`src/rtl/fpx_pkg.sv`:
```
package fpx_pkg;
  localparam int EXC_COUNT = 5;
  localparam int SEL_WIDTH = 2;

  localparam int BIT_INVALID  = 0;
  localparam int BIT_DIVZERO  = 1;
  localparam int BIT_OVERFLOW = 2;
  localparam int BIT_UNDERFL  = 3;
  localparam int BIT_INEXACT  = 4;

  typedef enum logic [SEL_WIDTH-1:0] {
    SEL_ROUNDED = 2'd0,
    SEL_DEFAULT = 2'd1,
    SEL_QNAN    = 2'd2,
    SEL_NOSTORE = 2'd3
  } resultSel_e;

  typedef struct packed {
    logic [EXC_COUNT-1:0] setFlags;
    logic                 c1Clear;
    logic                 c1Load;
    logic                 c1Value;
    logic                 trapReq;
    logic [EXC_COUNT-1:0] trapCause;
    resultSel_e           resultSel;
  } fpxStrobe_t;
endpackage

```
`src/rtl/fpx_control.sv`:
```
module fpx_control
  import fpx_pkg::*;
(
  input  logic                 clk,
  input  logic                 rstN,
  input  logic                 opValid,
  input  logic [EXC_COUNT-1:0] condIn,
  input  logic [EXC_COUNT-1:0] maskIn,
  input  logic                 destIsMem,
  input  logic                 roundUp,
  output fpxStrobe_t           strobe
);
  logic [EXC_COUNT-1:0] unmasked;
  logic [EXC_COUNT-1:0] reported;
  logic [EXC_COUNT-1:0] trapSet;
  logic                 majorUnmasked;
  logic                 ovunTrap;
  logic                 hideInexact;

  assign unmasked = ~maskIn;

  always_comb begin
    reported      = '0;
    majorUnmasked = 1'b0;
    ovunTrap      = 1'b0;
    hideInexact   = 1'b0;
    strobe        = '0;
    strobe.resultSel = SEL_ROUNDED;
    if (condIn[BIT_INVALID]) begin
      reported[BIT_INVALID] = 1'b1;
      majorUnmasked    = unmasked[BIT_INVALID];
      strobe.resultSel = SEL_QNAN;
    end else if (condIn[BIT_DIVZERO]) begin
      reported[BIT_DIVZERO] = 1'b1;
      majorUnmasked    = unmasked[BIT_DIVZERO];
      strobe.resultSel = SEL_DEFAULT;
    end else if (condIn[BIT_OVERFLOW] || condIn[BIT_UNDERFL]) begin
      ovunTrap = (condIn[BIT_OVERFLOW] && unmasked[BIT_OVERFLOW]) ||
                 (condIn[BIT_UNDERFL]  && unmasked[BIT_UNDERFL]);
      hideInexact = ovunTrap && destIsMem;
      reported[BIT_OVERFLOW] = condIn[BIT_OVERFLOW];
      reported[BIT_UNDERFL]  = condIn[BIT_UNDERFL];
      reported[BIT_INEXACT]  = condIn[BIT_INEXACT] && !hideInexact;
      majorUnmasked    = ovunTrap;
      strobe.resultSel = SEL_DEFAULT;
    end else begin
      reported[BIT_INEXACT] = condIn[BIT_INEXACT];
    end

    if (majorUnmasked && destIsMem) strobe.resultSel = SEL_NOSTORE;

    trapSet          = reported & unmasked;
    strobe.setFlags  = reported;
    strobe.trapReq   = |trapSet;
    strobe.trapCause = trapSet & (~trapSet + 1'b1);
    strobe.c1Clear   = hideInexact;
    strobe.c1Load    = reported[BIT_INEXACT];
    strobe.c1Value   = roundUp;
  end

  // invalid present never lets a lower-ranked flag through
  a_r7_invalid_first: assert property (@(posedge clk) disable iff (!rstN)
    (opValid && condIn[BIT_INVALID]) |->
      (strobe.setFlags == 5'b00001) &&
      (strobe.resultSel == SEL_QNAN || strobe.resultSel == SEL_NOSTORE));

  // unmasked over/underflow to memory hides inexact and the store
  a_r6_mem_suppress: assert property (@(posedge clk) disable iff (!rstN)
    (opValid && !condIn[BIT_INVALID] && !condIn[BIT_DIVZERO] && destIsMem &&
     ((condIn[BIT_OVERFLOW] && !maskIn[BIT_OVERFLOW]) ||
      (condIn[BIT_UNDERFL]  && !maskIn[BIT_UNDERFL]))) |->
      (!strobe.setFlags[BIT_INEXACT] && strobe.c1Clear &&
       strobe.resultSel == SEL_NOSTORE));

  // an inexact-only operation always keeps the rounded result
  a_r3_rounded_kept: assert property (@(posedge clk) disable iff (!rstN)
    (opValid && condIn == 5'b10000) |-> (strobe.resultSel == SEL_ROUNDED));
endmodule

```
`src/rtl/fpx_state.sv`:
```
module fpx_state
  import fpx_pkg::*;
(
  input  logic                 clk,
  input  logic                 rstN,
  input  logic                 opValid,
  input  logic                 clearFlags,
  input  fpxStrobe_t           strobe,
  output logic [EXC_COUNT-1:0] stickyFlags,
  output logic                 c1Bit,
  output logic                 trapReq,
  output logic [EXC_COUNT-1:0] trapCause,
  output logic [SEL_WIDTH-1:0] resultSel
);
  for (genvar i = 0; i < EXC_COUNT; i++) begin : g_flag
    always_ff @(posedge clk) begin
      if (!rstN || clearFlags) stickyFlags[i] <= 1'b0;
      else if (opValid && strobe.setFlags[i]) stickyFlags[i] <= 1'b1;
    end
  end

  always_ff @(posedge clk) begin
    if (!rstN || clearFlags) c1Bit <= 1'b0;
    else if (opValid) begin
      if (strobe.c1Clear) c1Bit <= 1'b0;
      else if (strobe.c1Load) c1Bit <= strobe.c1Value;
    end
  end

  always_ff @(posedge clk) begin
    if (!rstN) begin
      trapReq   <= 1'b0;
      trapCause <= '0;
      resultSel <= SEL_ROUNDED;
    end else if (opValid) begin
      trapReq   <= strobe.trapReq;
      trapCause <= strobe.trapCause;
      resultSel <= strobe.resultSel;
    end
  end

  // flags only accumulate while no clear arrives
  a_r10_sticky_hold: assert property (@(posedge clk) disable iff (!rstN)
    !clearFlags |=> ((stickyFlags & $past(stickyFlags)) == $past(stickyFlags)));

  // clear wins over a same-cycle set
  a_r10_clear_wins: assert property (@(posedge clk) disable iff (!rstN)
    clearFlags |=> (stickyFlags == '0 && !c1Bit));

  // idle cycles freeze every output
  a_r11_idle_hold: assert property (@(posedge clk) disable iff (!rstN)
    (!opValid && !clearFlags) |=> ($stable(stickyFlags) && $stable(c1Bit) &&
      $stable(trapReq) && $stable(trapCause) && $stable(resultSel)));

  // cause is one-hot and agrees with the request
  a_r9_cause_onehot: assert property (@(posedge clk) disable iff (!rstN)
    $onehot0(trapCause) && (trapReq == (trapCause != '0)));
endmodule

```
`src/rtl/fpx_resolver.sv`:
```
module fpx_resolver
  import fpx_pkg::*;
(
  input  logic       clk,
  input  logic       rstN,
  input  logic       opValid,
  input  logic       clearFlags,
  input  logic [4:0] condIn,
  input  logic [4:0] maskIn,
  input  logic       destIsMem,
  input  logic       roundUp,
  output logic [4:0] stickyFlags,
  output logic       c1Bit,
  output logic       trapReq,
  output logic [4:0] trapCause,
  output logic [1:0] resultSel
);
  fpxStrobe_t strobe;

  fpx_control u_control (
    .clk       (clk),
    .rstN      (rstN),
    .opValid   (opValid),
    .condIn    (condIn),
    .maskIn    (maskIn),
    .destIsMem (destIsMem),
    .roundUp   (roundUp),
    .strobe    (strobe)
  );

  fpx_state u_state (
    .clk         (clk),
    .rstN        (rstN),
    .opValid     (opValid),
    .clearFlags  (clearFlags),
    .strobe      (strobe),
    .stickyFlags (stickyFlags),
    .c1Bit       (c1Bit),
    .trapReq     (trapReq),
    .trapCause   (trapCause),
    .resultSel   (resultSel)
  );
endmodule

```
`config.mk`:
```
export PLATFORM = sky130hd
export DESIGN_NAME = fpx_resolver
export DESIGN_NICKNAME = d
export VERILOG_FILES = /design/src/rtl/fpx_pkg.sv /design/src/rtl/fpx_control.sv /design/src/rtl/fpx_state.sv /design/src/rtl/fpx_resolver.sv
export SDC_FILE = /design/constraint.sdc
export NUM_CORES = 1
export LEC_CHECK = 0
export BUFFER_PORTS_ARGS = -buffer_cell sky130_fd_sc_hd__buf_2
export CORE_MARGIN = 8
export CORE_UTILIZATION = 43
export CTS_CLUSTER_SIZE = 40
export DETAILED_ROUTE_END_ITERATION = 10
export PLACE_DENSITY = 0.71
export SLEW_MARGIN = 20
export SYNTH_ARGS = -nofsm -noshare
export SYNTH_HDL_FRONTEND = slang
export SYNTH_SLANG_ARGS = --single-unit
```
`constraint.sdc`:
```
create_clock -name clk -period 1.1 [get_ports clk]
set_input_delay 0.165 -clock clk [delete_from_list [all_inputs] [get_ports clk]]
set_output_delay 0.165 -clock clk [all_outputs]
set_load 0.05 [all_outputs]
```
==> results of run 1 <==
## power breakdown
part,switching (mW),internal (mW),total [mW]
Combinational,0.142,0.0828,0.224
Clock,0.161,0.201,0.362
Sequential,0.00755,0.523,0.531
Total,0.310,0.807,1.12
## worst min path at each step
| stage | startpoint | to | cells after the start |
|---|---|---|---|
| floorplan | condIn[1] | u_state.stickyFlags[1] | 2 |
| global placement | roundUp | u_state.c1Bit | 3 |
| detailed placement | condIn[3] | u_state.stickyFlags[3] | 3 |
| CTS | condIn[3] | u_state.stickyFlags[3] | 3 |
| global route | roundUp | u_state.c1Bit | 3 |
| finish | condIn[3] | u_state.stickyFlags[3] | 3 |
## cells by family after synthesis
family	Yosys count	share of synthesized area (%)
AO/OA/AOI/OAI	22	22.9
buffers and inverters	4	3.91
flip-flops	14	43.8
multiplexers	1	1.56
AND/OR/NAND/NOR	28	27.9
## sequential cells by signal (all words and copies together) (netlist names)
signal,cells
u_state.trapReq,1
u_state.stickyFlags,5
u_state.c1Bit,1
u_state.trapCause,5
u_state.resultSel,2
## tightest hold or removal path: cells and delay by family
kind                   cells  cell delay (ns)
buffers and inverters      1             0.10
AOI/OAI and AO/OA          1             0.06
and+or+nand+nor            1             0.07
## metal layers
layer  vias up  wire length, um
met5         -                0
met4         0               27
met3         2              138
met2        18              807
met1       285              714
li1        322                -
## area by class of cell
type | count | area share, %
clock buffer | 4 | 4.19
inverter | 1 | 0.434
multi-input combinational | 51 | 38.7
sequential | 14 | 32.4
tap | 16 | 2.31
timing repair buffer | 35 | 22.0
## stage by stage
step | util, % | setup WS, ns | hold slack, ns | cell area [sq um]
after floorplan | - | 0.0822 | 0.306 | 641
after global placement | 57.1 | -0.0582 | 0.426 | 830
after detailed placement | 57.1 | -0.118 | 0.433 | 830
after CTS | 59.6 | 0.0438 | 0.137 | 866
after global routing | 59.6 | 0.000357 | 0.149 | 866
final | 59.6 | 0.0544 | 0.141 | 866
## cells in the mapped netlist, types with 2 or more instances
cell type / instances / area share [%]
sky130_fd_sc_hd__a21oi_1: 7 / 5.5
sky130_fd_sc_hd__nand3_1: 2 / 1.6
sky130_fd_sc_hd__nor2_1: 6 / 3.5
sky130_fd_sc_hd__o21ai_1: 3 / 2.3
sky130_fd_sc_hd__o21ai_0: 2 / 1.6
sky130_fd_sc_hd__nor2b_1: 6 / 5.9
sky130_fd_sc_hd__nor3_1: 2 / 1.6
sky130_fd_sc_hd__nand2_1: 4 / 2.3
sky130_fd_sc_hd__dfxtp_1: 14 / 44
sky130_fd_sc_hd__buf_2: 2 / 1.6
sky130_fd_sc_hd__nand2b_1: 3 / 2.9
sky130_fd_sc_hd__a21bo_1: 2 / 3.1
==> impl_results.html, run 1 <==
<table>
<tr><th>Metric</th><th>Value</th></tr>
<tr><th colspan="2">GRT</th></tr>
<tr><td>Pin count of the biggest net entering global routing</td><td>12</td></tr>
<tr><td>Global-route met1 utilization</td><td>13.1%</td></tr>
<tr><td>Number of global-route vias before repair</td><td>676</td></tr>
<tr><td>GRT Overall Usage</td><td>12.5%</td></tr>
<tr><td>Antenna violations before repair</td><td>0</td></tr>
<tr><td>Most used routing layer</td><td>met2</td></tr>
<tr><td>Met2 track utilization from global routing</td><td>20.8%</td></tr>
<tr><td>Global route total overflow</td><td>0</td></tr>
<tr><td>First-pass GRT wire length</td><td>2760 um</td></tr>
<tr><td>Met3 usage</td><td>2.99%</td></tr>
<tr><th colspan="2">STA</th></tr>
<tr><td>Clock skew after layout</td><td>0 ns</td></tr>
<tr><td>Final setup vio count</td><td>0</td></tr>
<tr><td>Headroom to the max-slew limit</td><td>78.4%</td></tr>
<tr><td>Summed negative setup slack over all endpoints</td><td>0 ns</td></tr>
<tr><td>Setup repair after global routing missed its margin</td><td>false</td></tr>
<tr><td>Slew at the pin with the worst max-slew slack</td><td>0.321 ns</td></tr>
<tr><td>Max-slew violation count</td><td>0</td></tr>
<tr><td>Top achievable clock speed</td><td>about 960 MHz</td></tr>
<tr><td>Final min period</td><td>between 1 and 1.5 ns</td></tr>
<tr><td>Share of the cycle needed by the critical path after routing</td><td>95.1%</td></tr>
<tr><td>Final Hold Violating Endpoints</td><td>0</td></tr>
<tr><th colspan="2">Setup path</th></tr>
<tr><td>Reg2Reg Launch Point</td><td>u_state.resultSel[0]</td></tr>
<tr><td>Required time of the critical path</td><td>0.94 ns</td></tr>
<tr><td>Arrival time of data at the critical path endpoint</td><td>0.88 ns</td></tr>
<tr><td>Setup slack on the worst flop-to-flop path</td><td>0.32 ns</td></tr>
<tr><td>Worst-path maximum fanout</td><td>2</td></tr>
<tr><td>Largest stage delay on the critical path</td><td>0.34 ns</td></tr>
<tr><td>Reg2reg end</td><td>u_state.resultSel[0]</td></tr>
<tr><td>Cells on worst reg2reg path</td><td>2</td></tr>
<tr><td>Buf/Inv on CP</td><td>1</td></tr>
<tr><td>Number of gates on the worst path with buffers counted</td><td>1</td></tr>
<tr><td>Critical path start-end classification</td><td>register to output pin</td></tr>
<tr><td>Type of element launching the critical path</td><td>register</td></tr>
<tr><td>Critical Path End</td><td>trapCause[4]</td></tr>
<tr><td>CP cell instances</td><td>buf_2</td></tr>
<tr><td>Top Family by Delay on Critical Path</td><td>flip-flops</td></tr>
<tr><td>Slowest cell on crit path</td><td>sky130_fd_sc_hd__dfxtp_1</td></tr>
<tr><td>Critical Path End Type</td><td>output pin</td></tr>
<tr><td>Start point of the critical path</td><td>u_state.trapCause[4]</td></tr>
<tr><th colspan="2">Cells and area</th></tr>
<tr><td>Most common cell after layout, fill and taps aside</td><td>sky130_fd_sc_hd__buf_2</td></tr>
<tr><td>Number of non-filler instances in the completed layout</td><td>121</td></tr>
<tr><td>Share of cells above drive strength 1</td><td>41.9%</td></tr>
<tr><td>Multi-input gate area in the final layout</td><td>approximately 340 sq um</td></tr>
<tr><td>Combined flip-flop and latch cell area</td><td>280 sq um</td></tr>
<tr><td>Area growth from synthesis to layout</td><td>35.2%</td></tr>
<tr><td>Number of inserted filler cells in the final layout</td><td>148</td></tr>
<tr><td>Commonest cells after routing, fill and taps aside</td><td>sky130_fd_sc_hd__buf_2 (29), sky130_fd_sc_hd__dfxtp_1 (14), sky130_fd_sc_hd__a21oi_1 (7)</td></tr>
<tr><td>Ant diodes</td><td>0</td></tr>
<tr><td>Number of nets in the finished design</td><td>roughly 120</td></tr>
<tr><th colspan="2">Placement</th></tr>
<tr><td>GPL Wtd Cong</td><td>0.808</td></tr>
<tr><td>Post-DP HPWL</td><td>roughly 1300 um</td></tr>
<tr><td>Count of placed standard cells including taps</td><td>117</td></tr>
<tr><td>Number of buffers added on ports</td><td>29</td></tr>
<tr><th colspan="2">Clocking</th></tr>
<tr><td>Root Buffer</td><td>sky130_fd_sc_hd__clkbuf_4</td></tr>
<tr><td>Clock tree from TritonCTS</td><td>built</td></tr>
<tr><td>H-tree depth</td><td>1</td></tr>
<tr><td>Buffer depth of the longest clock path</td><td>2</td></tr>
<tr><td>Postcts setup bufs</td><td>0</td></tr>
<tr><td>Clock latency reported for the late side of the worst-skew pair</td><td>0.27 ns</td></tr>
<tr><td>TritonCTS Sinks</td><td>14</td></tr>
<tr><td>Clk pin slew, worst setup/hold paths</td><td>0.08 ns</td></tr>
<tr><td># resized after CTS</td><td>0</td></tr>
<tr><td>Total CTS buffers</td><td>3</td></tr>
<tr><td>CTS Hold Bufs</td><td>0</td></tr>
<tr><th colspan="2">Die</th></tr>
<tr><td>Die height</td><td>approximately 55 um</td></tr>
<tr><td>Effective utilization at floorplan</td><td>44.1%</td></tr>
<tr><td>Count of pins on the block boundary</td><td>30</td></tr>
<tr><td>Die Wd</td><td>roughly 55 um</td></tr>
<tr><td>Placeable Area</td><td>0.00145 sq mm</td></tr>
<tr><td>Die footprint</td><td>0.00298 sq mm</td></tr>
<tr><td>Number of standard-cell rows in the floorplan</td><td>14</td></tr>
<tr><th colspan="2">Logic synthesis</th></tr>
<tr><td>Synthesized netlist cell count</td><td>69</td></tr>
<tr><td>Post-synthesis area per instance</td><td>9.28 sq um</td></tr>
<tr><td>Syn nets</td><td>85</td></tr>
<tr><td>Syn. warnings</td><td>0</td></tr>
<tr><td>EDFF count, synth</td><td>0</td></tr>
<tr><td>Register bit count reported by yosys</td><td>14</td></tr>
<tr><td>Number of distinct standard cells referenced by the synthesized netlist</td><td>28</td></tr>
<tr><td>Primary flip-flop cell chosen by synthesis mapping</td><td>sky130_fd_sc_hd__dfxtp_1</td></tr>
<tr><td>Cell area after technology mapping</td><td>about 640 sq um</td></tr>
<tr><td>Ys async rst share</td><td>0%</td></tr>
<tr><td>Sequential-to-total area share from yosys stat</td><td>43.7%</td></tr>
<tr><th colspan="2">Power</th></tr>
<tr><td>Total power of the final layout</td><td>approximately 1.1 mW</td></tr>
<tr><td>Leakage Power</td><td>0.420 nW</td></tr>
<tr><td>Highest ir drop seen on vdd</td><td>roughly 740 uV</td></tr>
<tr><td>Pwr Density</td><td>1290 mW/mm^2</td></tr>
<tr><th colspan="2">Routing</th></tr>
<tr><td>Per-cell routed wire length</td><td>13.9 um</td></tr>
<tr><td>First-pass detailed-route iteration total</td><td>4</td></tr>
<tr><td>Overall via count from detail_route</td><td>627</td></tr>
<tr><td>Number of DRC violations after detailed-routing iteration 0</td><td>17</td></tr>
<tr><td>WL final</td><td>approximately 1700 um</td></tr>
<tr><td>Post-DR vias/cell</td><td>5.18</td></tr>
<tr><td>Final ANT Viol Nets</td><td>0</td></tr>
<tr><td>Remaining routing DRC violations</td><td>0</td></tr>
<tr><th colspan="2">Run</th></tr>
<tr><td>Count of maximum capacitance violations</td><td>0</td></tr>
<tr><th colspan="2">Status</th></tr>
<tr><td>Run status</td><td>complete, no violations</td></tr>
<tr><th colspan="2">Hold path</th></tr>
<tr><td>Class of the tightest hold or removal check</td><td>primary input to register</td></tr>
</table>
Note: power is estimated with default switching activity, not from simulation.
==> run 2, diff against run 1 <==
--- a/config.mk
+++ b/config.mk
@@ -5,12 +5,15 @@
 export SDC_FILE = /design/constraint.sdc
 export NUM_CORES = 1
 export LEC_CHECK = 0
+export ABC_AREA = 1
 export BUFFER_PORTS_ARGS = -buffer_cell sky130_fd_sc_hd__buf_2
 export CORE_MARGIN = 8
 export CORE_UTILIZATION = 43
 export CTS_CLUSTER_SIZE = 40
 export DETAILED_ROUTE_END_ITERATION = 10
 export PLACE_DENSITY = 0.71
+export SETUP_SLACK_MARGIN = 0.2
+export SKIP_LAST_GASP = 1
 export SLEW_MARGIN = 20
 export SYNTH_ARGS = -nofsm -noshare
 export SYNTH_HDL_FRONTEND = slang
==> impl_results.html, run 2 <==
<table>
<tr><th>Metric</th><th>Value</th></tr>
<tr><th colspan="2">Logic synthesis</th></tr>
<tr><td>Most frequent cells after synthesis</td><td>sky130_fd_sc_hd__nand2_1 (16), sky130_fd_sc_hd__dfxtp_1 (14), sky130_fd_sc_hd__inv_1 (14) (was sky130_fd_sc_hd__dfxtp_1 (14), sky130_fd_sc_hd__a21oi_1 (7), sky130_fd_sc_hd__nor2_1 (6), sky130_fd_sc_hd__nor2b_1 (6), sky130_fd_sc_hd__nand2_1 (4))</td></tr>
<tr><td>Number of distinct standard cells referenced by the synthesized netlist</td><td>17 (was 28)</td></tr>
<tr><td>Syn. warnings</td><td>0 (unchanged)</td></tr>
<tr><td>Ys async rst share</td><td>0% (unchanged)</td></tr>
<tr><td>Most frequent cell after synthesis</td><td>sky130_fd_sc_hd__nand2_1 (was sky130_fd_sc_hd__dfxtp_1)</td></tr>
<tr><td>Leading cell types by total area after synthesis</td><td>sky130_fd_sc_hd__dfxtp_1 (44%), sky130_fd_sc_hd__a21oi_1 (9.5%), sky130_fd_sc_hd__nand2_1 (9.5%) (was sky130_fd_sc_hd__dfxtp_1 (44%), sky130_fd_sc_hd__nor2b_1 (5.9%), sky130_fd_sc_hd__a21oi_1 (5.5%))</td></tr>
<tr><td>Register bit count reported by yosys</td><td>14 (unchanged)</td></tr>
<tr><td>Fraction of post-synthesis cell area in the top cell type by area</td><td>44.2% (was 43.7%)</td></tr>
<tr><td>Primary flip-flop cell chosen by synthesis mapping</td><td>sky130_fd_sc_hd__dfxtp_1 (unchanged)</td></tr>
<tr><td>Cell taking the most area after synthesis</td><td>sky130_fd_sc_hd__dfxtp_1 (unchanged)</td></tr>
<tr><td>EDFF count, synth</td><td>0 (unchanged)</td></tr>
<tr><td>Sequential-to-total area share from yosys stat</td><td>44.2% (was 43.7%)</td></tr>
<tr><td>Syn nets</td><td>106 (was 85)</td></tr>
<tr><td>Synthesized netlist cell count</td><td>90 (was 69)</td></tr>
<tr><td>Cell area after technology mapping</td><td>634 sq um (was 641 sq um)</td></tr>
<tr><td>Post-synthesis area per instance</td><td>7.05 sq um (was 9.28 sq um)</td></tr>
<tr><th colspan="2">Setup path</th></tr>
<tr><td>CP cell instances</td><td>buf_8 (was buf_2)</td></tr>
<tr><td>Slowest cell on crit path</td><td>sky130_fd_sc_hd__dfxtp_2 (was sky130_fd_sc_hd__dfxtp_1)</td></tr>
<tr><td>Cells on worst reg2reg path</td><td>3 (was 2)</td></tr>
<tr><td>Top Family by Delay on Critical Path</td><td>flip-flops (unchanged)</td></tr>
<tr><td>Required time of the critical path</td><td>0.94 ns (about the same)</td></tr>
<tr><td>Type of element launching the critical path</td><td>register (unchanged)</td></tr>
<tr><td>Number of gates on the worst path with buffers counted</td><td>1 (unchanged)</td></tr>
<tr><td>Worst-path maximum fanout</td><td>2 (unchanged)</td></tr>
<tr><td>Critical path start-end classification</td><td>register to output pin (unchanged)</td></tr>
<tr><td>Buf/Inv on CP</td><td>1 (unchanged)</td></tr>
<tr><td>Arrival time of data at the critical path endpoint</td><td>0.78 ns (was 0.88 ns)</td></tr>
<tr><td>Critical Path End Type</td><td>output pin (unchanged)</td></tr>
<tr><td>Largest stage delay on the critical path</td><td>0.36 ns (was 0.34 ns)</td></tr>
<tr><th colspan="2">Routing</th></tr>
<tr><td>Number of DRC violations after detailed-routing iteration 0</td><td>14 (was 17)</td></tr>
<tr><td>Post-DR vias/cell</td><td>4.77 (was 5.18)</td></tr>
<tr><td>Per-cell routed wire length</td><td>11.7 um (was 13.9 um)</td></tr>
<tr><td>Overall via count from detail_route</td><td>663 (was 627)</td></tr>
<tr><td>First-pass detailed-route iteration total</td><td>4 (unchanged)</td></tr>
<tr><td>Final ANT Viol Nets</td><td>0 (unchanged)</td></tr>
<tr><td>Remaining routing DRC violations</td><td>0 (unchanged)</td></tr>
<tr><td>WL final</td><td>1630 um (was 1690 um)</td></tr>
<tr><th colspan="2">Die</th></tr>
<tr><td>Number of standard-cell rows in the floorplan</td><td>14 (unchanged)</td></tr>
<tr><td>Count of pins on the block boundary</td><td>30 (unchanged)</td></tr>
<tr><td>Die height</td><td>54.4 um (was 54.6 um)</td></tr>
<tr><td>Placeable Area</td><td>0.00144 sq mm (was 0.00145 sq mm)</td></tr>
<tr><td>Effective utilization at floorplan</td><td>44.2% (was 44.1%)</td></tr>
<tr><td>Die footprint</td><td>0.00296 sq mm (was 0.00298 sq mm)</td></tr>
<tr><td>Die Wd</td><td>54.4 um (was 54.6 um)</td></tr>
<tr><th colspan="2">STA</th></tr>
<tr><td>Slew at the pin with the worst max-slew slack</td><td>0.273 ns (was 0.321 ns)</td></tr>
<tr><td>Final Hold Violating Endpoints</td><td>0 (unchanged)</td></tr>
<tr><td>Clock skew after layout</td><td>0 ns (unchanged)</td></tr>
<tr><td>Final min period</td><td>0.946 ns (was 1.05 ns)</td></tr>
<tr><td>Max-slew violation count</td><td>0 (unchanged)</td></tr>
<tr><td>Final setup vio count</td><td>0 (unchanged)</td></tr>
<tr><td>Summed negative setup slack over all endpoints</td><td>0 ns (unchanged)</td></tr>
<tr><td>Headroom to the max-slew limit</td><td>81.8% (was 78.4%)</td></tr>
<tr><td>Share of the cycle needed by the critical path after routing</td><td>86.0% (was 95.1%)</td></tr>
<tr><td>Top achievable clock speed</td><td>1060 MHz (was 956 MHz)</td></tr>
<tr><td>Setup repair after global routing missed its margin</td><td>true (was false)</td></tr>
<tr><th colspan="2">Cells and area</th></tr>
<tr><td>Number of inserted filler cells in the final layout</td><td>126 (was 148)</td></tr>
<tr><td>Commonest cells after routing, fill and taps aside</td><td>sky130_fd_sc_hd__nand2_1 (16), sky130_fd_sc_hd__buf_2 (15), sky130_fd_sc_hd__inv_1 (14), sky130_fd_sc_hd__buf_8 (14), sky130_fd_sc_hd__dfxtp_2 (14) (was sky130_fd_sc_hd__buf_2 (29), sky130_fd_sc_hd__dfxtp_1 (14), sky130_fd_sc_hd__a21oi_1 (7))</td></tr>
<tr><td>Ant diodes</td><td>0 (unchanged)</td></tr>
<tr><td>Number of nets in the finished design</td><td>140 (was 122)</td></tr>
<tr><td>Number of non-filler instances in the completed layout</td><td>139 (was 121)</td></tr>
<tr><td>Area growth from synthesis to layout</td><td>56.6% (was 35.2%)</td></tr>
<tr><td>Most common cell after layout, fill and taps aside</td><td>sky130_fd_sc_hd__nand2_1 (was sky130_fd_sc_hd__buf_2)</td></tr>
<tr><td>Largest registers</td><td>u_state.stickyFlags: 5 flops, u_state.trapCause: 5 flops, u_state.resultSel: 2 flops (unchanged)</td></tr>
<tr><td>Share of cells above drive strength 1</td><td>47.2% (was 41.9%)</td></tr>
<tr><th colspan="2">Power</th></tr>
<tr><td>Highest ir drop seen on vdd</td><td>878 uV (was 738 uV)</td></tr>
<tr><td>Pwr Density</td><td>1160 mW/mm^2 (was 1290 mW/mm^2)</td></tr>
<tr><td>Leakage Power</td><td>0.486 nW (was 0.420 nW)</td></tr>
<tr><th colspan="2">Clocking</th></tr>
<tr><td>Clock tree from TritonCTS</td><td>built (unchanged)</td></tr>
<tr><td>Clock latency reported for the late side of the worst-skew pair</td><td>0.28 ns (was 0.27 ns)</td></tr>
<tr><td>Clk pin slew, worst setup/hold paths</td><td>0.08 ns (about the same)</td></tr>
<tr><td>H-tree depth</td><td>1 (unchanged)</td></tr>
<tr><td>TritonCTS Sinks</td><td>14 (unchanged)</td></tr>
<tr><td>Total CTS buffers</td><td>3 (unchanged)</td></tr>
<tr><td>Buffer depth of the longest clock path</td><td>2 (unchanged)</td></tr>
<tr><td>Root Buffer</td><td>sky130_fd_sc_hd__clkbuf_4 (unchanged)</td></tr>
<tr><th colspan="2">GRT</th></tr>
<tr><td>GRT Overall Usage</td><td>12.7% (was 12.5%)</td></tr>
<tr><td>Number of global-route vias before repair</td><td>689 (was 676)</td></tr>
<tr><td>First-pass GRT wire length</td><td>2820 um (was 2760 um)</td></tr>
<tr><td>Global route total overflow</td><td>0 (unchanged)</td></tr>
<tr><td>Antenna violations before repair</td><td>0 (unchanged)</td></tr>
<tr><td>Pin count of the biggest net entering global routing</td><td>11 (was 12)</td></tr>
<tr><th colspan="2">Hold path</th></tr>
<tr><td>Class of the tightest hold or removal check</td><td>primary input to register (unchanged)</td></tr>
<tr><td>Number of cells on the worst hold path</td><td>3 (unchanged)</td></tr>
<tr><th colspan="2">Status</th></tr>
<tr><td>Run status</td><td>complete, no violations (unchanged)</td></tr>
<tr><th colspan="2">Run</th></tr>
<tr><td>Count of maximum capacitance violations</td><td>0 (unchanged)</td></tr>
<tr><th colspan="2">Placement</th></tr>
<tr><td>Post-DP HPWL</td><td>1280 um (was 1320 um)</td></tr>
<tr><td>Count of placed standard cells including taps</td><td>134 (was 117)</td></tr>
<tr><td>Number of buffers added on ports</td><td>29 (unchanged)</td></tr>
<tr><td>GPL Wtd Cong</td><td>0.819 (was 0.808)</td></tr>
</table>
[run 2: changes by cell type after synthesis, moves of 3 or more]
cell	change
sky130_fd_sc_hd__nor2_1	+7
sky130_fd_sc_hd__nor2b_1	-6
sky130_fd_sc_hd__inv_1	+14
sky130_fd_sc_hd__nand2b_1	-3
sky130_fd_sc_hd__o21ai_1	-3
sky130_fd_sc_hd__a21oi_1	+5
sky130_fd_sc_hd__nand2_2	+3
sky130_fd_sc_hd__nand2_1	+12
[run 2: routing by layer]
layer  vias to the layer above  global-route usage (%)  share of wire (%)
met5                         -                       0                  0
met4                         0                    4.92               0.49
met3                         2                    5.43                 10
met2                        28                    20.6                 45
met1                       286                    14.3                 44
li1                        347                       -                  -
[run 2: cell type report]
cell class,count,area (sq um),area share (%)
clock buffer,4,36.3,3.65
inverter,17,65.1,6.55
multi-input combinational,58,282,28.3
sequential,14,298,30.0
tap,16,20.0,2.02
timing repair buffer,30,293,29.5
[run 2: kinds of logic (layout without fill, tap and decap cells)]
kind of cell / Yosys count / count (layout) / synth area share, %
simple gates: 40 / 40 / 29.4
buf+inv: 18 / 51 / 11.4
flops: 14 / 14 / 44.2
compound gates: 18 / 18 / 15.0
[run 2: repair_timing]
item                       CTS  global route
resized for setup           46             2
setup buffers                1             0
hold buffers                 0             0
setup endpoints to repair   14            14
[run 2: power by group]
group / total (mW) / internal (mW) / switching, mW
Sequential: 0.542 / 0.528 / 0.0145
Combinational: 0.242 / 0.0950 / 0.147
Clock: 0.370 / 0.201 / 0.168
[run 2: worst paths after layout]
kind / endpoint / slack [ns] / startpoint
worst min-delay path: u_state.trapCause[0] / 0.15 / rstN
worst min register to register: u_state.stickyFlags[1] / 0.49 / u_state.stickyFlags[1]
worst max register to register: u_state.trapCause[3] / 0.40 / u_state.trapCause[3]
worst max-delay path: trapCause[2] / 0.15 / u_state.trapCause[2]
[run 2: stage by stage]
stage	instance area (sq um)	hold slack, ns	worst slack, ns	total power [mW]	utilization [%]
2_1_floorplan	644	0.296	0.221	0.689	-
3_3_place_gp	802	0.438	0.112	0.751	55.8
3_5_place_dp	802	0.439	0.0954	0.753	55.8
4_1_cts	986	0.141	0.151	1.16	68.6
5_1_grt	993	0.144	0.122	1.21	69.2
6_report	993	0.145	0.154	1.15	69.2
==> run 3, diff against run 2 <==
--- a/config.mk
+++ b/config.mk
@@ -8,10 +8,11 @@
 export ABC_AREA = 1
 export BUFFER_PORTS_ARGS = -buffer_cell sky130_fd_sc_hd__buf_2
 export CORE_MARGIN = 8
-export CORE_UTILIZATION = 43
+export CORE_UTILIZATION = 25
+export CTS_BUF_LIST = sky130_fd_sc_hd__clkbuf_4 sky130_fd_sc_hd__clkbuf_8
 export CTS_CLUSTER_SIZE = 40
 export DETAILED_ROUTE_END_ITERATION = 10
-export PLACE_DENSITY = 0.71
+export PLACE_DENSITY = 0.44
 export SETUP_SLACK_MARGIN = 0.2
 export SKIP_LAST_GASP = 1
 export SLEW_MARGIN = 20
==> impl_results.html, run 3 (synthesis results as in run 2) <==
<table>
<tr><th>Metric</th><th>Value</th></tr>
<tr><th colspan="2">GRT</th></tr>
<tr><td>GRT Overall Usage</td><td>8.86% (was 12.7%)</td></tr>
<tr><td>Global route total overflow</td><td>0 (unchanged)</td></tr>
<tr><td>Pin count of the biggest net entering global routing</td><td>11 (unchanged)</td></tr>
<tr><td>First-pass GRT wire length</td><td>3010 um (was 2820 um)</td></tr>
<tr><td>Antenna violations before repair</td><td>0 (unchanged)</td></tr>
<tr><td>Number of global-route vias before repair</td><td>681 (was 689)</td></tr>
<tr><th colspan="2">Routing</th></tr>
<tr><td>Remaining routing DRC violations</td><td>0 (unchanged)</td></tr>
<tr><td>Post-DR vias/cell</td><td>4.32 (was 4.77)</td></tr>
<tr><td>Overall via count from detail_route</td><td>666 (was 663)</td></tr>
<tr><td>First-pass detailed-route iteration total</td><td>4 (unchanged)</td></tr>
<tr><td>WL final</td><td>1790 um (was 1630 um)</td></tr>
<tr><td>Final ANT Viol Nets</td><td>0 (unchanged)</td></tr>
<tr><td>Number of DRC violations after detailed-routing iteration 0</td><td>28 (was 14)</td></tr>
<tr><td>Per-cell routed wire length</td><td>11.6 um (was 11.7 um)</td></tr>
<tr><th colspan="2">Setup path</th></tr>
<tr><td>Buf/Inv on CP</td><td>1 (unchanged)</td></tr>
<tr><td>Cells on worst reg2reg path</td><td>5 (was 3)</td></tr>
<tr><td>Worst-path maximum fanout</td><td>2 (unchanged)</td></tr>
<tr><td>CP cell instances</td><td>buf_8 (unchanged)</td></tr>
<tr><td>Type of element launching the critical path</td><td>register (unchanged)</td></tr>
<tr><td>Reg2reg end</td><td>u_state.trapCause[4] (was u_state.trapCause[3])</td></tr>
<tr><td>Arrival time of data at the critical path endpoint</td><td>0.79 ns (was 0.78 ns)</td></tr>
<tr><td>Critical path start-end classification</td><td>register to output pin (unchanged)</td></tr>
<tr><td>Slowest cell on crit path</td><td>sky130_fd_sc_hd__dfxtp_2 (unchanged)</td></tr>
<tr><td>Top Family by Delay on Critical Path</td><td>flip-flops (unchanged)</td></tr>
<tr><td>Start point of the critical path</td><td>u_state.c1Bit (was u_state.trapCause[2])</td></tr>
<tr><td>Required time of the critical path</td><td>0.94 ns (about the same)</td></tr>
<tr><td>Setup slack on the worst flop-to-flop path</td><td>0.33 ns (was 0.40 ns)</td></tr>
<tr><td>Reg2Reg Launch Point</td><td>u_state.trapCause[4] (was u_state.trapCause[3])</td></tr>
<tr><td>Largest stage delay on the critical path</td><td>0.36 ns (about the same)</td></tr>
<tr><td>Critical Path End Type</td><td>output pin (unchanged)</td></tr>
<tr><th colspan="2">Die</th></tr>
<tr><td>Placeable Area</td><td>0.00243 sq mm (was 0.00144 sq mm)</td></tr>
<tr><td>Die Wd</td><td>66.4 um (was 54.4 um)</td></tr>
<tr><td>Effective utilization at floorplan</td><td>26.1% (was 44.2%)</td></tr>
<tr><td>Die height</td><td>66.4 um (was 54.4 um)</td></tr>
<tr><td>Die footprint</td><td>0.00440 sq mm (was 0.00296 sq mm)</td></tr>
<tr><td>Number of standard-cell rows in the floorplan</td><td>18 (was 14)</td></tr>
<tr><td>Count of pins on the block boundary</td><td>30 (unchanged)</td></tr>
<tr><th colspan="2">STA</th></tr>
<tr><td>Final min period</td><td>0.955 ns (was 0.946 ns)</td></tr>
<tr><td>Top achievable clock speed</td><td>1050 MHz (was 1060 MHz)</td></tr>
<tr><td>Final setup vio count</td><td>0 (unchanged)</td></tr>
<tr><td>Final setup slack of the worst path</td><td>0.145 ns (was 0.154 ns)</td></tr>
<tr><td>Share of the cycle needed by the critical path after routing</td><td>86.8% (was 86.0%)</td></tr>
<tr><td>Clock skew after layout</td><td>0 ns (unchanged)</td></tr>
<tr><td>Slew at the pin with the worst max-slew slack</td><td>0.305 ns (was 0.273 ns)</td></tr>
<tr><td>Summed negative setup slack over all endpoints</td><td>0 ns (unchanged)</td></tr>
<tr><td>Setup repair after global routing missed its margin</td><td>true (unchanged)</td></tr>
<tr><td>Max-slew violation count</td><td>0 (unchanged)</td></tr>
<tr><td>Headroom to the max-slew limit</td><td>79.6% (was 81.8%)</td></tr>
<tr><td>Final Hold Violating Endpoints</td><td>0 (unchanged)</td></tr>
<tr><th colspan="2">Clocking</th></tr>
<tr><td>Clock latency reported for the late side of the worst-skew pair</td><td>0.28 ns (about the same)</td></tr>
<tr><td>Root Buffer</td><td>sky130_fd_sc_hd__clkbuf_4 (unchanged)</td></tr>
<tr><td>Clk pin slew, worst setup/hold paths</td><td>0.09 ns (was 0.08 ns)</td></tr>
<tr><td>Total CTS buffers</td><td>3 (unchanged)</td></tr>
<tr><td>TritonCTS Sinks</td><td>14 (unchanged)</td></tr>
<tr><td>Buffer depth of the longest clock path</td><td>2 (unchanged)</td></tr>
<tr><td>Clock tree from TritonCTS</td><td>built (unchanged)</td></tr>
<tr><td>H-tree depth</td><td>1 (unchanged)</td></tr>
<tr><th colspan="2">Placement</th></tr>
<tr><td>Worst setup slack before clock tree synthesis</td><td>0.0739 ns (was 0.0954 ns)</td></tr>
<tr><td>GPL Wtd Cong</td><td>0.732 (was 0.819)</td></tr>
<tr><td>Number of buffers added on ports</td><td>29 (unchanged)</td></tr>
<tr><td>Instance area after placement</td><td>820 sq um (was 802 sq um)</td></tr>
<tr><td>Post-DP HPWL</td><td>1430 um (was 1280 um)</td></tr>
<tr><th colspan="2">Status</th></tr>
<tr><td>Run status</td><td>complete, no violations (unchanged)</td></tr>
<tr><th colspan="2">Hold path</th></tr>
<tr><td>Min-Delay Startpoint</td><td>destIsMem (was rstN)</td></tr>
<tr><td>Number of cells on the worst hold path</td><td>3 (unchanged)</td></tr>
<tr><td>Hold-critical path endpoint</td><td>u_state.resultSel[0] (was u_state.trapCause[0])</td></tr>
<tr><td>Class of the tightest hold or removal check</td><td>primary input to register (unchanged)</td></tr>
<tr><th colspan="2">Cells and area</th></tr>
<tr><td>Number of inserted filler cells in the final layout</td><td>266 (was 126)</td></tr>
<tr><td>Largest registers</td><td>u_state.stickyFlags: 5 flops, u_state.trapCause: 5 flops, u_state.resultSel: 2 flops (unchanged)</td></tr>
<tr><td>Most common cell after layout, fill and taps aside</td><td>sky130_fd_sc_hd__nand2_1 (unchanged)</td></tr>
<tr><td>Final Instance Area</td><td>0.00101 sq mm (was 993 sq um)</td></tr>
<tr><td>Commonest cells after routing, fill and taps aside</td><td>sky130_fd_sc_hd__nand2_1 (16), sky130_fd_sc_hd__buf_2 (15), sky130_fd_sc_hd__inv_1 (14), sky130_fd_sc_hd__dfxtp_2 (14) (was sky130_fd_sc_hd__nand2_1 (16), sky130_fd_sc_hd__buf_2 (15), sky130_fd_sc_hd__inv_1 (14), sky130_fd_sc_hd__buf_8 (14), sky130_fd_sc_hd__dfxtp_2 (14))</td></tr>
<tr><td>Share of cells above drive strength 1</td><td>47.6% (was 47.2%)</td></tr>
<tr><td>Ant diodes</td><td>0 (unchanged)</td></tr>
<tr><td>Number of nets in the finished design</td><td>141 (was 140)</td></tr>
<tr><td>Area growth from synthesis to layout</td><td>60.0% (was 56.6%)</td></tr>
<tr><th colspan="2">Power</th></tr>
<tr><td>Pwr Density</td><td>1140 mW/mm^2 (was 1160 mW/mm^2)</td></tr>
<tr><td>Leakage Power</td><td>0.491 nW (was 0.486 nW)</td></tr>
<tr><td>Highest ir drop seen on vdd</td><td>625 uV (was 878 uV)</td></tr>
<tr><th colspan="2">Run</th></tr>
<tr><td>Count of maximum capacitance violations</td><td>0 (unchanged)</td></tr>
</table>
## run 3: changes by cell type in the layout (fill, tap and decap cells not counted), sizes merged
| cell | before | now |
|---|---|---|
| buf | 30 | 31 |
## run 3: how the worst max path moves through the flow
stage	end	slack (ns)	depth (start not counted)
2_1_floorplan	u_state.stickyFlags[2]	0.22	2
3_3_place_gp	u_state.trapReq	0.08	9
3_5_place_dp	u_state.trapReq	0.07	9
4_1_cts	trapCause[3]	0.14	1
5_1_grt	c1Bit	0.12	1
6_report	c1Bit	0.15	1
## run 3: worst reg2reg max path: cells and delay by family, from the launching register on
kind	cells	cell delay [ns]
AND/OR/NAND/NOR	3	0.17
buffers and inverters	2	0.16
flip-flops	1	0.34
## run 3: per-layer routing
| layer | vias to the layer above | part of all wire [%] | track usage, % |
|---|---|---|---|
| li1 | 344 | - | - |
| met1 | 296 | 44 | 10.1 |
| met2 | 24 | 42 | 12.9 |
| met3 | 2 | 13 | 5.25 |
| met4 | 0 | 0.73 | 4.00 |
| met5 | - | 0 | 0 |
## run 3: power breakdown
group / switching [mW] / internal, mW
clock network: 0.173 / 0.201
registers: 0.0142 / 0.528
logic: 0.150 / 0.0955
total: 0.337 / 0.825
## run 3: area by class of cell
class	instances	area (sq um)	area share, %
Sequential cell	14	298	29.3
Tap cell	30	37.5	3.70
Inverter	17	65.1	6.41
Multi-Input combinational cell	58	282	27.7
Clock buffer	4	36.3	3.58
Timing Repair Buffer	31	297	29.2
## run 3: metrics by stage
stage / total power, mW / hold slack (ns) / std cells / utilization [%]
after CTS: 1.17 / 0.143 / 152 / 40.8
after floorplan: 0.689 / 0.296 / 90 / -
final: 1.16 / 0.149 / 154 / 41.7
after detailed placement: 0.757 / 0.442 / 148 / 33.7
after global routing: 1.22 / 0.146 / 154 / 41.7
after global placement: 0.757 / 0.439 / 148 / 33.7
## run 3: timing repair
| action | CTS | global route |
|---|---|---|
| setup buffers | 0 | 2 |
| gates resized for setup | 45 | 2 |
| endpoints found under the setup margin | 14 | 14 |
| hold buffers | 0 | 0 |
| cloned | 0 | 0 |
